### config.mk
export PLATFORM = sky130hd
export DESIGN_NAME = sem_bank
export DESIGN_NICKNAME = d
export VERILOG_FILES = /design/src/rtl/sem_pkg.sv /design/src/rtl/sem_cell.sv /design/src/rtl/sem_port_rsp.sv /design/src/rtl/sem_bank.sv
export SDC_FILE = /design/constraint.sdc
export NUM_CORES = 1
export LEC_CHECK = 0
export CAP_MARGIN = 15
export CORE_MARGIN = 2
export CORE_UTILIZATION = 35
export DETAILED_ROUTE_END_ITERATION = 8
export PLACE_DENSITY = 0.88
export SLEW_MARGIN = 20
export SYNTH_ARGS = -nofsm -noshare
export SYNTH_HDL_FRONTEND = slang
export SYNTH_SLANG_ARGS = --single-unit
export TNS_END_PERCENT = 20
### constraint.sdc
create_clock -name clk_i -period 3.3 [get_ports clk_i]
set_input_delay 0.99 -clock clk_i [delete_from_list [all_inputs] [get_ports clk_i]]
set_output_delay 0.99 -clock clk_i [all_outputs]
set_load 0.01 [all_outputs]
### src/rtl/sem_pkg.sv
package sem_pkg;
    typedef enum logic {
        SEM_FREE = 1'b0,
        SEM_HELD = 1'b1
    } sem_state_t;
endpackage

### src/rtl/sem_cell.sv
// One lock register. Accesses from all ports in a cycle are applied
// in ascending port order; each port sees the state left by the ones before it.
module sem_cell
    import sem_pkg::*;
#(
    parameter int NUM_PORTS = 2
) (
    input  logic                 clk_i,
    input  logic                 rst_ni,
    input  logic [NUM_PORTS-1:0] hit_i,
    input  logic [NUM_PORTS-1:0] we_i,
    input  logic [NUM_PORTS-1:0] wset_i,
    output logic [NUM_PORTS-1:0] seen_o
);
    sem_state_t state_q;
    sem_state_t state_d;

    // Ordered resolution of the ports and output values
    always_comb begin
        sem_state_t walk;
        walk = state_q;
        for (int p = 0; p < NUM_PORTS; p++) begin
            seen_o[p] = (walk == SEM_HELD);
            if (hit_i[p]) begin
                if (we_i[p]) begin
                    unique case (wset_i[p])
                        1'b1: walk = SEM_HELD;   // force
                        1'b0: walk = SEM_FREE;   // release
                    endcase
                end else begin
                    walk = SEM_HELD;             // acquire, or stay held
                end
            end
        end
        state_d = walk;
    end

    // State register
    always_ff @(posedge clk_i or negedge rst_ni) begin
        if (!rst_ni) state_q <= SEM_FREE;
        else         state_q <= state_d;
    end

    logic any_rd;
    logic any_wr;
    assign any_rd = |(hit_i & ~we_i);
    assign any_wr = |(hit_i & we_i);

    p_read_locks_r2: assert property (@(posedge clk_i) disable iff (!rst_ni)
        (any_rd && !any_wr) |=> (state_q == SEM_HELD));

    p_held_read_keeps_r3: assert property (@(posedge clk_i) disable iff (!rst_ni)
        (state_q == SEM_HELD && !any_wr) |=> (state_q == SEM_HELD));

    p_single_winner_r5: assert property (@(posedge clk_i) disable iff (!rst_ni)
        !any_wr |-> ($countones(hit_i & ~we_i & ~seen_o) <= 1));

    p_untouched_stable_r9: assert property (@(posedge clk_i) disable iff (!rst_ni)
        (hit_i == '0) |=> $stable(state_q));
endmodule

### src/rtl/sem_port_rsp.sv
// Registered read response for one master port.
module sem_port_rsp #(
    parameter int DATA_W = 32
) (
    input  logic              clk_i,
    input  logic              rst_ni,
    input  logic              fire_i,
    input  logic              bit_i,
    output logic              rvalid_o,
    output logic [DATA_W-1:0] rdata_o
);
    logic valid_q;
    logic bit_q;

    always_ff @(posedge clk_i or negedge rst_ni) begin
        if (!rst_ni) begin
            valid_q <= 1'b0;
            bit_q   <= 1'b0;
        end else begin
            valid_q <= fire_i;
            bit_q   <= fire_i & bit_i;
        end
    end

    always_comb begin
        rvalid_o = valid_q;
        rdata_o  = {{(DATA_W-1){1'b0}}, bit_q};
    end

    p_rdata_range_r10: assert property (@(posedge clk_i) disable iff (!rst_ni)
        rvalid_o |-> (rdata_o <= DATA_W'(1)));
endmodule

### src/rtl/sem_bank.sv
module sem_bank #(
    parameter int NUM_PORTS = 2,
    parameter int NUM_SEM   = 8,
    parameter int ADDR_W    = 4,
    parameter int DATA_W    = 32
) (
    input  logic                          clk_i,
    input  logic                          rst_ni,
    input  logic [NUM_PORTS-1:0]          req_i,
    input  logic [NUM_PORTS-1:0]          we_i,
    input  logic [NUM_PORTS*ADDR_W-1:0]   addr_i,
    input  logic [NUM_PORTS*DATA_W-1:0]   wdata_i,
    output logic [NUM_PORTS-1:0]          gnt_o,
    output logic [NUM_PORTS-1:0]          rvalid_o,
    output logic [NUM_PORTS*DATA_W-1:0]   rdata_o
);
    logic [NUM_PORTS-1:0] in_range;
    logic [NUM_PORTS-1:0] wset;
    logic [NUM_PORTS-1:0] rd_fire;
    logic [NUM_PORTS-1:0] rd_bit;
    logic [NUM_PORTS-1:0] hit  [NUM_SEM];
    logic [NUM_PORTS-1:0] seen [NUM_SEM];

    // Every request is served in the cycle it arrives
    assign gnt_o = req_i;

    // Address decode per port
    always_comb begin
        for (int p = 0; p < NUM_PORTS; p++) begin
            in_range[p] = int'(addr_i[p*ADDR_W +: ADDR_W]) < NUM_SEM;
            wset[p]     = |wdata_i[p*DATA_W +: DATA_W];
            rd_fire[p]  = req_i[p] & ~we_i[p];
        end
        for (int s = 0; s < NUM_SEM; s++) begin
            for (int p = 0; p < NUM_PORTS; p++) begin
                hit[s][p] = req_i[p] & in_range[p] &
                            (addr_i[p*ADDR_W +: ADDR_W] == ADDR_W'(s));
            end
        end
    end

    // Collect the value each port saw
    always_comb begin
        rd_bit = '0;
        for (int s = 0; s < NUM_SEM; s++) begin
            rd_bit = rd_bit | (hit[s] & seen[s]);
        end
    end

    for (genvar s = 0; s < NUM_SEM; s++) begin : g_cell
        sem_cell #(.NUM_PORTS(NUM_PORTS)) cell_i (
            .clk_i  (clk_i),
            .rst_ni (rst_ni),
            .hit_i  (hit[s]),
            .we_i   (we_i),
            .wset_i (wset),
            .seen_o (seen[s])
        );
    end

    for (genvar p = 0; p < NUM_PORTS; p++) begin : g_port
        sem_port_rsp #(.DATA_W(DATA_W)) rsp_i (
            .clk_i    (clk_i),
            .rst_ni   (rst_ni),
            .fire_i   (rd_fire[p]),
            .bit_i    (rd_bit[p]),
            .rvalid_o (rvalid_o[p]),
            .rdata_o  (rdata_o[p*DATA_W +: DATA_W])
        );

        p_rvalid_after_read_r8: assert property (@(posedge clk_i) disable iff (!rst_ni)
            rvalid_o[p] |-> $past(req_i[p] && !we_i[p]));

        p_no_rvalid_write_r8: assert property (@(posedge clk_i) disable iff (!rst_ni)
            (req_i[p] && we_i[p]) |=> !rvalid_o[p]);

        p_oor_reads_zero_r7: assert property (@(posedge clk_i) disable iff (!rst_ni)
            (req_i[p] && !we_i[p] && !in_range[p]) |=> (rdata_o[p*DATA_W +: DATA_W] == '0));
    end

    // no response while reset is held
    always @(posedge clk_i) begin
        if (!rst_ni) p_reset_quiet_r1: assert (rvalid_o == '0);
    end
endmodule

==> results.yml <==
synth:
  synth_ff_type: "dfrtp_1"
  netlist_area_mm2: 0.00167
  ys_ff_latch: 12
  yosysWarnings: 0
  async_flop_share: 1.00
  seq_area_frac_synth: 0.180
  avgSynthCellArea_um2: 8.65
  syn_inst: 193
  synth.distinct_cells: 42
  synth_edf_count: 0
detailed_routing:
  vias: 1505
  drt_first_pass_iters: 6
  route.detailed.drc: 0
  drtIter0Drc: 106
  wirelength_mm: 4.05
  wl_per_cell_um: 12.5
  ant_nets: 0
  vias_per_cell: 4.63
critical_path:
  cp_slowest_cell: "clkdlybuf4s50_1"
  rrSetupSlack_ps: 1870
  arrival_ps: 2080
  cp_max_fo: 6
  worstPathCellList: "clkdlybuf4s50_1 > clkdlybuf4s50_1"
  cp.required_ps: 2310
  cp_num_buf_inv: 2
  start_kind: "input pin"
  cp-end-kind: "output port"
  r2r-start: "g_cell[0].cell_i.state_q$_DFF_PN0_"
  rr_worst_depth: 5
  crit_top_cell: "clkdlybuf4s50_1"
  regToRegEndpoint: "g_port[1].rsp_i.bit_q$_DFF_PN0_"
  crit_family: "buffers and inverters"
  slowest_delay_ps: 560
  crit_type: "input pin to output port"
place:
  gp_congestion: 0.905
  io_buffer_count: 83
  placedCellCount: 322
  place_area_mm2: 0.00228
  dp.final_hpwl_mm: 3.56
floorplanning:
  die_h_um: 73.1
  io_pins: 146
  die_w_um: 73.1
  coreArea_mm2: 0.00466
  dieArea_mm2: 0.00534
  rows: 25
  floorplan.initialDensity: 0.358
clock_tree:
  post_cts_resize_count: 0
  htreeDepth: 1
  cts-root-buf: "clkbuf_8"
  ctsHoldBuffers: 0
  cts_setup_buffers: 0
  clk_pin_slew_ps: 50
  clk_path_buf_depth: 2
  cts_inserted_buffers: 3
  cts_sinks: 12
  cts_tree: "built"
  insertion_delay_ps: 240
timing:
  maxSlewHeadroom: 0.615
  slew_violations: 0
  fin_worst_skew_ps: 2.88
  finalSetupTns_ps: 0
  rsz0062_at_grt: "no"
  post-route-period-util: 0.931
  worst_slew_pin_slew_ps: 575
  finalSetupViolCount: 0
  period_minus_slack_ps: 3070
  fmax_ghz: 0.325
  finalHoldViolations: 0
  whs_ps: 608
global_routing:
  antenna_found_initial: 0
  grt_overflow: 0
  grt_pass1_vias: 1349
  grt_pass1_wl_mm: 6.19
  grt_max_degree: 13
  grt.total_usage: 0.148
finish:
  layout-drive-gt1-share: 0.0738
  fin_cells: 325
  design_area_mm2: 0.00232
  synthToLayoutAreaGrowth_pct: 39.0
  nNetsFinal: 351
  antenna_cells: 0
power:
  combPwrFrac: 0.413
  power_density_mw_per_mm2: 220
  p_switching_uw: 151
  clockPowerShare: 0.259
  seqPwrFrac: 0.328
  swShare: 0.296
  vdd_drop_max_v: 0.000114
  p_int_uw: 359
  p_leak_uw: 0.000954
hold_path:
  hp-start: "g_cell[0].cell_i.state_q$_DFF_PN0_"
  holdPathStages: 2
  hold_class: "flip-flop to flip-flop"
  min_to: "g_cell[0].cell_i.state_q$_DFF_PN0_"
outcome:
  status: "complete, no violations"
flow_run:
  maxCapViolCount: 0
==> placed cells by master (no fill, tap or decap), types with 2 or more instances in the layout <==
master,synthesis,final
nand3_1,2,2
mux2i_1,15,15
and4bb_2,2,2
inv_1,3,3
nor3_1,6,6
mux4_2,2,2
or4_1,2,2
or3_1,4,4
buf_4,69,5
nand2_1,9,9
nand2b_1,4,4
a21oi_1,5,5
nand4_1,5,5
conb_1,1,62
nor4_1,14,14
nor2b_1,4,4
clkbuf_8,0,3
dfrtp_1,12,12
nor2_1,5,5
nor4b_1,2,2
o2bb2ai_1,2,2
clkdlybuf4s50_1,0,83
==> through the flow <==
step | total power (µW) | util | setup WS [ps]
2_1_floorplan | 320 | - | 985
3_3_place_gp | 375 | 0.489 | 231
3_5_place_dp | 379 | 0.489 | 227
4_1_cts | 514 | 0.498 | 224
5_1_grt | 540 | 0.498 | 160
6_report | 511 | 0.498 | 227
==> worst reg2reg max path, cell delays in order, from the launching register on <==
cell	delay, ps
dfrtp_1	380
nor2b_1	140
o41ai_1	70
a21oi_1	110
or4_1	480
o2bb2ai_1	130
==> sequential cells by signal (all words and copies together), names as in the netlist <==
register and flops:
g_cell.cell_i.state_q 8, g_port.rsp_i.bit_q 2, g_port.rsp_i.rvalid_o 2
==> cells in the mapped netlist, types with 2 or more instances <==
library cell | number | share of area
nor3_1 | 6 | 0.018
nand2b_1 | 4 | 0.015
nand3_1 | 2 | 0.0060
or3_1 | 4 | 0.015
or4_1 | 2 | 0.0090
nor4b_1 | 2 | 0.010
nand4_1 | 5 | 0.019
buf_4 | 69 | 0.31
dfrtp_1 | 12 | 0.18
mux2i_1 | 15 | 0.090
nor4_1 | 14 | 0.052
inv_1 | 3 | 0.0067
nor2_1 | 5 | 0.011
a21oi_1 | 5 | 0.015
buf_2 | 3 | 0.0090
buf_6 | 2 | 0.013
mux4_2 | 2 | 0.027
nor2b_1 | 4 | 0.015
nand2_1 | 9 | 0.020
and4bb_2 | 2 | 0.015
o2bb2ai_1 | 2 | 0.010
==> metal layers <==
layer  GRT usage  share of wire  up-vias
met5           0              0        -
met4      0.0309         0.0059        0
met3      0.0262          0.060        2
met2       0.275           0.57       66
met1       0.175           0.37      711
li1            -              -      726
==> power groups by stage <==
stage               clock network (µW)  registers (µW)  logic (µW)
floorplan                            0             167         153
global placement                     0             170         205
CTS                                137             167         210
finish                             132             168         211
global route                       142             169         229
detailed placement                   0             170         210
==> cells by family after synthesis <==
family | share of synthesized area
buffers and inverters | 0.339
other | 0.00225
and+or+nand+nor | 0.261
AOI/OAI and AO/OA | 0.101
muxes | 0.117
DFF | 0.180
==> final cells by class <==
class / count / area (µm²)
repair buffers: 88 / 868
multi-input cells: 165 / 1030
clock buffers: 3 / 41.3
flip-flops and latches: 12 / 300
well taps: 54 / 67.6
fillers: 456 / 2340
inverters: 3 / 11.3
==> worst max-delay path by stage <==
stage,slack [ps],depth (start not counted),end,startpoint
final,230,2,gnt_o[1],req_i[1]
after global routing,160,2,gnt_o[1],req_i[1]
after CTS,220,2,gnt_o[1],req_i[1]
after global placement,230,2,gnt_o[1],req_i[1]
after floorplan,990,6,g_port[1].rsp_i.bit_q$_DFF_PN0_,addr_i[6]
after detailed placement,230,2,gnt_o[1],req_i[1]
(Power assumes the default switching activity.)
